**src/rtl/gpio_ioc_pkg.sv**
```systemverilog
// Shared definitions for the GPIO interrupt-on-change core.
// Assumes a 4-bit register address; register data width is set per instance.
package gpio_ioc_pkg;

    typedef enum logic [3:0] {
        RA_DIR    = 4'h0,
        RA_INV    = 4'h1,
        RA_IEN    = 4'h2,
        RA_REFV   = 4'h3,
        RA_CMPSEL = 4'h4,
        RA_CTRL   = 4'h5,
        RA_PULL   = 4'h6,
        RA_FLAG   = 4'h7,
        RA_SNAP   = 4'h8,
        RA_PORT   = 4'h9,
        RA_LATCH  = 4'hA
    } reg_sel_e;

    localparam int CTRL_IRQ_HI_BIT = 1;

endpackage

```
**src/rtl/gpio_ioc_sync.sv**
```systemverilog
// Multi-stage synchronizer for asynchronous pin inputs.
// Assumes each bit is independent; no bus coherency is implied.
module gpio_ioc_sync #(
    parameter int WIDTH  = 8,
    parameter int STAGES = 2
) (
    input  logic             clk,
    input  logic             rst_n,
    input  logic [WIDTH-1:0] d_async,
    output logic [WIDTH-1:0] d_sync
);
    logic [WIDTH-1:0] stage_q [STAGES];

    generate
        for (genvar s = 0; s < STAGES; s++) begin : g_stage
            if (s == 0) begin : g_first
                // Sample the raw pins into the first stage.
                always_ff @(posedge clk) begin
                    if (!rst_n) stage_q[0] <= '0;
                    else        stage_q[0] <= d_async;
                end
            end else begin : g_next
                // Shift the sample through the following stages.
                always_ff @(posedge clk) begin
                    if (!rst_n) stage_q[s] <= '0;
                    else        stage_q[s] <= stage_q[s-1];
                end
            end
        end
    endgenerate

    assign d_sync = stage_q[STAGES-1];

endmodule

```
**src/rtl/gpio_ioc_regs.sv**
```systemverilog
// Software-writable configuration registers and output latch.
// Assumes single-cycle writes. Writes to the port address go to the latch.
// Read-only and unmapped addresses are ignored.
module gpio_ioc_regs
    import gpio_ioc_pkg::*;
#(
    parameter int WIDTH = 8
) (
    input  logic             clk,
    input  logic             rst_n,
    input  logic             wr_en,
    input  logic [3:0]       addr,
    input  logic [WIDTH-1:0] wdata,
    output logic [WIDTH-1:0] dir_q,
    output logic [WIDTH-1:0] inv_q,
    output logic [WIDTH-1:0] ien_q,
    output logic [WIDTH-1:0] refv_q,
    output logic [WIDTH-1:0] cmpsel_q,
    output logic [WIDTH-1:0] pull_q,
    output logic [WIDTH-1:0] latch_q,
    output logic             irq_hi_q
);
    // Decode one write strobe per register.
    logic wr_dir, wr_inv, wr_ien, wr_refv, wr_cmp, wr_ctrl, wr_pull, wr_lat;

    // Address decode for writes.
    always_comb begin
        wr_dir  = wr_en && (addr == RA_DIR);
        wr_inv  = wr_en && (addr == RA_INV);
        wr_ien  = wr_en && (addr == RA_IEN);
        wr_refv = wr_en && (addr == RA_REFV);
        wr_cmp  = wr_en && (addr == RA_CMPSEL);
        wr_ctrl = wr_en && (addr == RA_CTRL);
        wr_pull = wr_en && (addr == RA_PULL);
        wr_lat  = wr_en && ((addr == RA_LATCH) || (addr == RA_PORT));
    end

    // Direction register; resets to all inputs.
    always_ff @(posedge clk) begin
        if (!rst_n)      dir_q <= '1;
        else if (wr_dir) dir_q <= wdata;
    end

    // Input inversion mask.
    always_ff @(posedge clk) begin
        if (!rst_n)      inv_q <= '0;
        else if (wr_inv) inv_q <= wdata;
    end

    // Interrupt enable mask.
    always_ff @(posedge clk) begin
        if (!rst_n)      ien_q <= '0;
        else if (wr_ien) ien_q <= wdata;
    end

    // Reference levels for the compare-with-reference mode.
    always_ff @(posedge clk) begin
        if (!rst_n)       refv_q <= '0;
        else if (wr_refv) refv_q <= wdata;
    end

    // Per-pin compare mode select.
    always_ff @(posedge clk) begin
        if (!rst_n)      cmpsel_q <= '0;
        else if (wr_cmp) cmpsel_q <= wdata;
    end

    // Interrupt level control bit.
    always_ff @(posedge clk) begin
        if (!rst_n)       irq_hi_q <= 1'b0;
        else if (wr_ctrl) irq_hi_q <= wdata[CTRL_IRQ_HI_BIT];
    end

    // Pull-up mask.
    always_ff @(posedge clk) begin
        if (!rst_n)       pull_q <= '0;
        else if (wr_pull) pull_q <= wdata;
    end

    // Output latch, written through either the port or the latch address.
    always_ff @(posedge clk) begin
        if (!rst_n)      latch_q <= '0;
        else if (wr_lat) latch_q <= wdata;
    end


    latch_load_chk: assert property (@(posedge clk) disable iff (!rst_n)
        (wr_en && (addr == RA_PORT)) |=> (latch_q == $past(wdata)));

endmodule

```
**src/rtl/gpio_ioc_detect.sv**
```systemverilog
// Change detection, flag latching and port snapshot.
// Assumes pin levels are already synchronized. The previous-level
// reference updates every clock. Flags are taken only when none are
// pending or on a clearing edge, so the first cause is preserved.
module gpio_ioc_detect #(
    parameter int WIDTH = 8
) (
    input  logic             clk,
    input  logic             rst_n,
    input  logic [WIDTH-1:0] pin_s,
    input  logic [WIDTH-1:0] inv,
    input  logic [WIDTH-1:0] ien,
    input  logic [WIDTH-1:0] refv,
    input  logic [WIDTH-1:0] cmpsel,
    input  logic             clr,
    output logic [WIDTH-1:0] port_val,
    output logic [WIDTH-1:0] flag_q,
    output logic [WIDTH-1:0] snap_q
);
    logic [WIDTH-1:0] prev_q;
    logic [WIDTH-1:0] hit;
    logic             take;

    assign port_val = pin_s ^ inv;

    generate
        for (genvar i = 0; i < WIDTH; i++) begin : g_pin
            // Per-pin mismatch against reference level or previous level.
            always_comb begin
                if (cmpsel[i]) hit[i] = ien[i] && (pin_s[i] != refv[i]);
                else           hit[i] = ien[i] && (pin_s[i] != prev_q[i]);
            end
        end
    endgenerate

    // A new cause is accepted when idle or when a clear is in progress.
    assign take = clr || (flag_q == '0);

    // Previous-level reference, refreshed every clock.
    always_ff @(posedge clk) begin
        if (!rst_n) prev_q <= '0;
        else        prev_q <= pin_s;
    end

    // Flag register: load new causes or hold the pending ones.
    always_ff @(posedge clk) begin
        if (!rst_n)    flag_q <= '0;
        else if (take) flag_q <= hit;
    end

    // Snapshot of the readable port at capture time.
    always_ff @(posedge clk) begin
        if (!rst_n)                    snap_q <= '0;
        else if (take && (hit != '0))  snap_q <= port_val;
    end


    flag_enabled_chk: assert property (@(posedge clk) disable iff (!rst_n)
        (flag_q != $past(flag_q)) |-> ((flag_q & ~$past(ien)) == '0));


    flag_hold_chk: assert property (@(posedge clk) disable iff (!rst_n)
        ((flag_q != '0) && !clr) |=> $stable(flag_q));


    snap_hold_chk: assert property (@(posedge clk) disable iff (!rst_n)
        ((flag_q != '0) && !clr) |=> $stable(snap_q));


    clear_idle_chk: assert property (@(posedge clk) disable iff (!rst_n)
        (clr && (hit == '0)) |=> (flag_q == '0));

endmodule

```
**src/rtl/gpio_ioc_core.sv**
```systemverilog
// Top of the GPIO port and interrupt-on-change core.
// Assumes a single-cycle register port: rdata is combinational from addr,
// and rd_en marks a real read whose side effects (flag clear) take effect
// on the following rising edge.
module gpio_ioc_core
    import gpio_ioc_pkg::*;
#(
    parameter int WIDTH       = 8,
    parameter int SYNC_STAGES = 2
) (
    input  logic             clk,
    input  logic             rst_n,
    input  logic             wr_en,
    input  logic             rd_en,
    input  logic [3:0]       addr,
    input  logic [WIDTH-1:0] wdata,
    output logic [WIDTH-1:0] rdata,
    input  logic [WIDTH-1:0] pin_in,
    output logic [WIDTH-1:0] pin_out,
    output logic [WIDTH-1:0] pin_oe,
    output logic [WIDTH-1:0] pull_en,
    output logic             irq
);
    logic [WIDTH-1:0] pin_s;
    logic [WIDTH-1:0] dir_q, inv_q, ien_q, refv_q, cmpsel_q, pull_q, latch_q;
    logic             irq_hi_q;
    logic [WIDTH-1:0] port_val, flag_q, snap_q;
    logic [WIDTH-1:0] ctrl_rd;
    logic             clr;
    logic             pending;

    gpio_ioc_sync #(.WIDTH(WIDTH), .STAGES(SYNC_STAGES)) u_sync (
        .clk     (clk),
        .rst_n   (rst_n),
        .d_async (pin_in),
        .d_sync  (pin_s)
    );

    gpio_ioc_regs #(.WIDTH(WIDTH)) u_regs (
        .clk      (clk),
        .rst_n    (rst_n),
        .wr_en    (wr_en),
        .addr     (addr),
        .wdata    (wdata),
        .dir_q    (dir_q),
        .inv_q    (inv_q),
        .ien_q    (ien_q),
        .refv_q   (refv_q),
        .cmpsel_q (cmpsel_q),
        .pull_q   (pull_q),
        .latch_q  (latch_q),
        .irq_hi_q (irq_hi_q)
    );

    // Reading the port or the snapshot clears pending flags.
    assign clr = rd_en && ((addr == RA_PORT) || (addr == RA_SNAP));

    gpio_ioc_detect #(.WIDTH(WIDTH)) u_detect (
        .clk      (clk),
        .rst_n    (rst_n),
        .pin_s    (pin_s),
        .inv      (inv_q),
        .ien      (ien_q),
        .refv     (refv_q),
        .cmpsel   (cmpsel_q),
        .clr      (clr),
        .port_val (port_val),
        .flag_q   (flag_q),
        .snap_q   (snap_q)
    );

    // Control register read image: only the level bit is implemented.
    always_comb begin
        ctrl_rd = '0;
        ctrl_rd[CTRL_IRQ_HI_BIT] = irq_hi_q;
    end

    // Read data multiplexer.
    always_comb begin
        case (addr)
            RA_DIR:    rdata = dir_q;
            RA_INV:    rdata = inv_q;
            RA_IEN:    rdata = ien_q;
            RA_REFV:   rdata = refv_q;
            RA_CMPSEL: rdata = cmpsel_q;
            RA_CTRL:   rdata = ctrl_rd;
            RA_PULL:   rdata = pull_q;
            RA_FLAG:   rdata = flag_q;
            RA_SNAP:   rdata = snap_q;
            RA_PORT:   rdata = port_val;
            RA_LATCH:  rdata = latch_q;
            default:   rdata = '0;
        endcase
    end

    // Pin drive and interrupt level.
    assign pending = (flag_q != '0);
    assign pin_out = latch_q;
    assign pin_oe  = ~dir_q;
    assign pull_en = pull_q;
    assign irq     = irq_hi_q ? pending : ~pending;


    irq_level_chk: assert property (@(posedge clk) disable iff (!rst_n)
        ($past(flag_q) == '0 && flag_q != '0 && $stable(irq_hi_q)) |-> (irq != $past(irq)));

endmodule

```
**config.mk**
```make
export PLATFORM = sky130hd
export DESIGN_NAME = gpio_ioc_core
export DESIGN_NICKNAME = d
export VERILOG_FILES = /design/src/rtl/gpio_ioc_pkg.sv /design/src/rtl/gpio_ioc_sync.sv /design/src/rtl/gpio_ioc_regs.sv /design/src/rtl/gpio_ioc_detect.sv /design/src/rtl/gpio_ioc_core.sv
export SDC_FILE = /design/constraint.sdc
export NUM_CORES = 1
export LEC_CHECK = 0
export BUFFER_PORTS_ARGS = -buffer_cell sky130_fd_sc_hd__buf_2
export CAP_MARGIN = 0
export CORE_MARGIN = 2
export CORE_UTILIZATION = 30
export DETAILED_ROUTE_END_ITERATION = 8
export GPL_ROUTABILITY_DRIVEN = 0
export PLACE_DENSITY_LB_ADDON = 0.25
export REMOVE_ABC_BUFFERS = 1
export SLEW_MARGIN = 20
export SYNTH_ARGS = -nofsm -noshare
export SYNTH_HDL_FRONTEND = slang
export SYNTH_SLANG_ARGS = --single-unit
```
**constraint.sdc**
```tcl
create_clock -name clk -period 2 [get_ports clk]
set_input_delay 0.1 -clock clk [delete_from_list [all_inputs] [get_ports clk]]
set_output_delay 0.1 -clock clk [all_outputs]
set_load 0.02 [all_outputs]
```
### Word-level counts from Yosys, hierarchy flattened

Memory sizes are Yosys's and may differ from the RTL's.
Index checks and enable logic that the tools add are counted.

* bits in registers: 81
* latch bits: 0
* RAM bits: 16
* memory bits (read-only): 0
* bits of input ports: 24
* output and inout bits: 33
* word-level logic and storage cells: 90
* memories: 1

* add/sub/neg operators: 0
* $mul: 0
* div/mod/pow operators: 0
* magnitude comparators: 0
* eq/ne operators: 26
* shifts and indexed selects: 0
* mux-type cells: 14
* bitwise logic cells: 5
* reduce and logical (&&, ||, !) cells: 33

Memories
* u_sync.stage_q: words 2, bits a word 8, rd ports 2, clocked after memory_dff 0, write ports 2, line gpio_ioc_sync.sv:12 `logic [WIDTH-1:0] stage_q [STAGES];`

Operators with widths (count)
* 8-bit one-hot mux with 11 select lines: 1
* 1-bit logical AND: 26
* 4-bit by 3-bit == test with 1-bit output, second input constant: 4
* 8-bit 2-to-1 mux: 2
* 1-bit inequality test: 16
* 8-bit nonzero test: 2
* 4-bit == test, second input constant: 3
* 1-bit 2-to-1 mux: 11
* 4-bit by 2-bit == test with 1-bit output, second input constant: 2
* 8-bit zero test: 1
* 8-bit NOT: 1
* 8-bit XOR: 1
* 4-bit by 1-bit == test with 1-bit output, second input constant: 1
* 4-bit zero test: 1
* 1-bit logical OR: 3
* 1-bit OR: 2
* 1-bit NOT: 1

### Logic depth before layout (Yosys ltp)

An unclocked memory read counts as a cell.

* depth after elaboration: 6
* mapped depth: 7
* gate-level depth less buffers: 5

### Cells and area by module

A second synthesis with hierarchy kept.

* cell total of the unflattened synthesis: 492
* area, all modules: 4639.4 um^2

Modules (own cells, without submodules)
* gpio_ioc_regs: times used 1, cells an instance 216, area an instance 2158.3 um^2, sequential area each 1141.1 um^2
* gpio_ioc_detect: times used 1, cells an instance 124, area an instance 1174.9 um^2, sequential area each 480.5 um^2
* gpio_ioc_core: times used 1, cells an instance 119, area an instance 859.6 um^2, sequential area each 0.0 um^2
* gpio_ioc_sync: times used 1, cells an instance 33, area an instance 446.7 um^2, sequential area each 320.3 um^2

### Worst setup path before layout

No wires, ideal clock.

* path kind: flip-flop to flip-flop
* start point: reg u_regs.cmpsel_q[2]
* end point: reg u_detect.snap_q[0]
* library setup time: 0.072 ns
* arrival: 1.706 ns
* data required time: 1.928 ns
* slack: 0.222 ns
* cell stages (with the launch flop): 6
* cells stage by stage: dfxtp_1 mux2i_1 mux2i_1 or4_4 o21ai_4 mux2i_1

* cells in the longest elaborated chain, start to end: 3

RTL lines
* from (decl): line gpio_ioc_regs.sv:18 `output logic [WIDTH-1:0] cmpsel_q,`
* from (signal assigned): line gpio_ioc_regs.sv:65 `else if (wr_cmp) cmpsel_q <= wdata;`
* 1-bit 2-to-1 mux: line gpio_ioc_detect.sv:30 `if (cmpsel[i]) hit[i] = ien[i] && (pin_s[i] != refv[i]);`
* 8-bit nonzero test: line gpio_ioc_detect.sv:54 `else if (take && (hit != '0)) snap_q <= port_val;`
* 1-bit logical AND: line gpio_ioc_detect.sv:54
* to (signal assigned): line gpio_ioc_detect.sv:54
* to (decl): line gpio_ioc_detect.sv:18 `output logic [WIDTH-1:0] snap_q`

Every way passes these cells.
A chain may end at the register's enable or synchronous reset.

### Worst setup path after layout

* start point: reg u_detect.flag_q[7]
* end point: out irq

* cells in the longest elaborated chain, start to end: 3

RTL lines
* from (decl): line gpio_ioc_detect.sv:17 `output logic [WIDTH-1:0] flag_q,`
* from (signal assigned): line gpio_ioc_detect.sv:48 `else if (take) flag_q <= hit;`
* 8-bit nonzero test *: line gpio_ioc_core.sv:97 `assign pending = (flag_q != '0);`
* 1-bit NOT: line gpio_ioc_core.sv:101 `assign irq = irq_hi_q ? pending : ~pending;`
* 1-bit 2-to-1 mux *: line gpio_ioc_core.sv:101
* to (decl): line gpio_ioc_core.sv:22 `output logic irq`

Every way passes the cells marked *; elsewhere a longest branch is shown, timed or not.

==> run_summary.xml <==
<?xml version="1.0" encoding="UTF-8"?>
<metrics>
  <group name="synthesis">
    <metric name="postSynth.topFlopCell" unit="">sky130_fd_sc_hd__dfxtp_1</metric>
    <metric name="yosys.cell_types.count" unit="">46</metric>
    <metric name="synthArstFlopShare" unit="">0</metric>
    <metric name="avgSynthCellArea" unit="sq um">9.427</metric>
    <metric name="synth-seq-area-share" unit="">0.4300</metric>
    <metric name="synth.yosys.warnings" unit="">0</metric>
    <metric name="synth_cells" unit="">479</metric>
    <metric name="synth_edf_count" unit="">0</metric>
    <metric name="yosys_register_bits" unit="">97</metric>
    <metric name="synth_area" unit="sq mm">0.004516</metric>
  </group>
  <group name="sta">
    <metric name="grt_setup_unrepaired" unit="">no</metric>
    <metric name="worst_slew_pin_slew" unit="ns">0.4474</metric>
    <metric name="timing.slew.headroom" unit="">0.7017</metric>
    <metric name="skew" unit="ns">0.01094</metric>
    <metric name="part_of_the_cycle_the_worst_path_needs" unit="">0.9649</metric>
    <metric name="setup_violations" unit="">0</metric>
    <metric name="period_needed" unit="ns">1.930</metric>
    <metric name="fmax" unit="MHz">518.2</metric>
    <metric name="final_hold_viol_count" unit="">0</metric>
    <metric name="totalNegativeSetupSlack" unit="ns">0</metric>
    <metric name="finalMaxSlewViolations" unit="">0</metric>
  </group>
  <group name="clock_tree">
    <metric name="clock_buffers_created_by_tritoncts" unit="">9</metric>
    <metric name="cts.path.max_buffers" unit="">2</metric>
    <metric name="cts.sink_count" unit="">97</metric>
    <metric name="maximum_level_of_the_cts_h_tree" unit="">3</metric>
    <metric name="post_cts_clock_slew_at_the_launch_and_capture_registers_of_the_worst_setup_and_hold_paths" unit="ns">0.07</metric>
    <metric name="clock-root-buffer" unit="">sky130_fd_sc_hd__clkbuf_16</metric>
    <metric name="tritoncts" unit="">yes</metric>
    <metric name="clock_latency_reported_for_the_late_side_of_the_worst_skew_pair" unit="ns">0.35</metric>
  </group>
  <group name="floorplanning">
    <metric name="boundaryPins" unit="">57</metric>
    <metric name="row_count" unit="">44</metric>
    <metric name="fp.coreArea" unit="sq mm">0.01464</metric>
    <metric name="start_util" unit="">0.3084</metric>
    <metric name="die_boundary_height" unit="microns">126.7</metric>
    <metric name="design.die.area" unit="sq mm">0.01605</metric>
    <metric name="fp.dieW" unit="microns">126.7</metric>
  </group>
  <group name="cells_and_area">
    <metric name="most-common-layout-cells" unit="">sky130_fd_sc_hd__dfxtp_1, sky130_fd_sc_hd__mux2i_1, sky130_fd_sc_hd__nand2_1</metric>
    <metric name="antenna_cells" unit="">0</metric>
    <metric name="layout.cell_area.non_filler" unit="sq mm">0.005558</metric>
    <metric name="layout-drive-gt1-share" unit="">0.2063</metric>
    <metric name="design.final.nets" unit="">587</metric>
    <metric name="flow.area_growth_from_synthesis" unit="%">23.08</metric>
    <metric name="mostFrequentLayoutCell" unit="">sky130_fd_sc_hd__dfxtp_1</metric>
  </group>
  <group name="worst_setup_path">
    <metric name="critical_path_peak_fanout" unit="">3</metric>
    <metric name="cp_slowest_stage_delay" unit="ns">0.58</metric>
    <metric name="r2r_cells" unit="">6</metric>
    <metric name="timing_worst_setup_path_type" unit="">reg -&gt; out</metric>
    <metric name="worstSetupPathDepth" unit="">4</metric>
    <metric name="critical_path.top_delay_family" unit="">simple AND/OR/NAND/NOR gates</metric>
    <metric name="cp.buffers_inverters" unit="">1</metric>
    <metric name="worst_path_max_delay_cell" unit="">sky130_fd_sc_hd__or4_1</metric>
    <metric name="critical_path_required" unit="ns">1.90</metric>
    <metric name="cp_data_arrival_time" unit="ns">1.83</metric>
    <metric name="setup.worst_path.end_class" unit="">output pin</metric>
    <metric name="timing.critical_path.from_type" unit="">flip-flop</metric>
    <metric name="path_cells" unit="">or4_1, nor2_2, xor2_2, buf_4</metric>
  </group>
  <group name="drt">
    <metric name="ant_nets" unit="">0</metric>
    <metric name="drt_first_pass_iters" unit="">5</metric>
    <metric name="route.final.wire_length" unit="mm">12.86</metric>
    <metric name="number_of_violations_reported_at_the_end_of_detailed_routing_iteration_0" unit="">222</metric>
    <metric name="drc" unit="">0</metric>
    <metric name="vias_per_cell" unit="">4.920</metric>
    <metric name="detailroute.via_count" unit="">3695</metric>
    <metric name="routed_wire_length_per_instance" unit="microns">17.13</metric>
  </group>
  <group name="hold_path">
    <metric name="hold-path-cell-count" unit="">3</metric>
    <metric name="holdCritPathClass" unit="">in -&gt; reg</metric>
  </group>
  <group name="power_and_ir_drop">
    <metric name="power.density_cell_area" unit="mW/mm^2">714.2</metric>
    <metric name="peakVddDrop" unit="V">0.0003848</metric>
    <metric name="p_leak" unit="uW">0.002409</metric>
  </group>
  <group name="grt">
    <metric name="grt_usage" unit="">0.1662</metric>
    <metric name="antenna_found_initial" unit="">0</metric>
    <metric name="globalRoute.totalOverflow" unit="">0</metric>
    <metric name="grt_first_pass_wirelength" unit="mm">20.51</metric>
    <metric name="first_global_vias" unit="">3588</metric>
    <metric name="grt_max_degree" unit="">79</metric>
  </group>
  <group name="placement">
    <metric name="hpwl" unit="mm">9.333</metric>
    <metric name="placement.io_buffers" unit="">56</metric>
    <metric name="post_dp_cell_area" unit="sq mm">0.005184</metric>
  </group>
  <group name="status">
    <metric name="run_status" unit="">complete, no violations</metric>
  </group>
  <group name="flow_run">
    <metric name="max_cap_violations" unit="">0</metric>
  </group>
</metrics>
## where the power goes
part	total, uW	internal [uW]	switching (uW)
Combinational	376	159	218
Sequential	1990	1970	24.9
Clock	1600	862	736
Total	3970	2990	979
## tightest hold or removal path, cell delays in order
cell and delay (ns):
sky130_fd_sc_hd__buf_2 0.15, sky130_fd_sc_hd__nand2_1 0.06, sky130_fd_sc_hd__o211ai_1 0.07
## what timing repair did
action                                 in CTS  in global routing
hold buffers                                8                  0
endpoints found under the hold margin       8                  0
setup buffers                               2                  0
setup endpoints to repair                   1                  1
pin swaps                                   1                  0
resized for setup                           0                  4
## cells in the mapped netlist, types with 6 or more instances
master	instances	area [sq um]
sky130_fd_sc_hd__a21boi_1	8	60.06
sky130_fd_sc_hd__a21oi_1	10	50.05
sky130_fd_sc_hd__a22oi_1	6	45.04
sky130_fd_sc_hd__and2_1	25	156.4
sky130_fd_sc_hd__clkbuf_1	20	75.07
sky130_fd_sc_hd__dfxtp_1	97	1942
sky130_fd_sc_hd__inv_1	8	30.03
sky130_fd_sc_hd__mux2i_1	83	830.8
sky130_fd_sc_hd__nand2_1	58	217.7
sky130_fd_sc_hd__nand2b_1	12	75.07
sky130_fd_sc_hd__nand3_1	7	35.03
sky130_fd_sc_hd__nor2_1	14	52.55
sky130_fd_sc_hd__nor2b_1	55	344.1
sky130_fd_sc_hd__nor3_1	8	40.04
sky130_fd_sc_hd__o211ai_1	8	60.06
sky130_fd_sc_hd__xor2_1	8	70.07
## kinds of logic (layout without fill, tap and decap cells)
kind of cell           Yosys count  count (layout)  share of synthesized area
AND/OR/NAND/NOR                191             191                     0.2242
XOR/XNOR                         9               9                    0.01746
multiplexers                    87              87                     0.1989
flip-flops                      97              97                     0.4300
AO/OA/AOI/OAI                   62              62                     0.1014
buffers and inverters           33             121                    0.02799
## path summary, 6_finish.rpt
check	from	endpoint	slack [ns]
min	wdata[2]	u_regs.dir_q[2]	0.07
min reg2reg	u_sync.stage_q[0][0]	u_sync.stage_q[1][0]	0.43
max	u_detect.flag_q[7]	irq	0.07
max reg2reg	u_regs.cmpsel_q[6]	u_detect.snap_q[4]	0.09
## layout make-up
type                    instances  area [sq um]
clock buffers                  11         242.7
inverters                       9         33.78
flip-flops and latches         97          1942
multi-input cells             349          2466
clock inverters                 4         20.02
repair buffers                 97         623.1
fillers                      1511          9086
well taps                     184         230.2
## per-stage QoR
| step | util | setup slack, ns | total power, uW | cells | hold WS (ns) |
|---|---|---|---|---|---|
| after floorplan | - | 0.2221 | 2200 | 455 | 0.1889 |
| after global placement | 0.3540 | 0.05958 | 2398 | 726 | 0.3076 |
| after detailed placement | 0.3540 | 0.009645 | 2402 | 726 | 0.3106 |
| after CTS | 0.3784 | 0.006655 | 4001 | 751 | 0.06935 |
| after global routing | 0.3795 | 0.005746 | 4113 | 751 | 0.08976 |
| final | 0.3795 | 0.07027 | 3969 | 751 | 0.07470 |
## registers in the layout (all words and copies together) (netlist names)
register / cells
u_regs.ien_q: 8
u_detect.flag_q: 8
u_regs.pull_q: 8
u_sync.stage_q: 16
u_detect.prev_q: 8
u_regs.latch_q: 8
u_regs.irq_hi_q: 1
u_detect.snap_q: 8
u_regs.dir_q: 8
u_regs.cmpsel_q: 8
u_regs.inv_q: 8
u_regs.refv_q: 8
## routing by layer
metal / global-route usage / vias up / share of wire
li1: - / 1823 / -
met2: 0.2515 / 82 / 0.45
met4: 0.06464 / 0 / 0.022
met1: 0.2342 / 1769 / 0.48
met3: 0.03205 / 21 / 0.046
met5: 0 / - / 0
No activity file was read; power rests on OpenSTA's default activity.
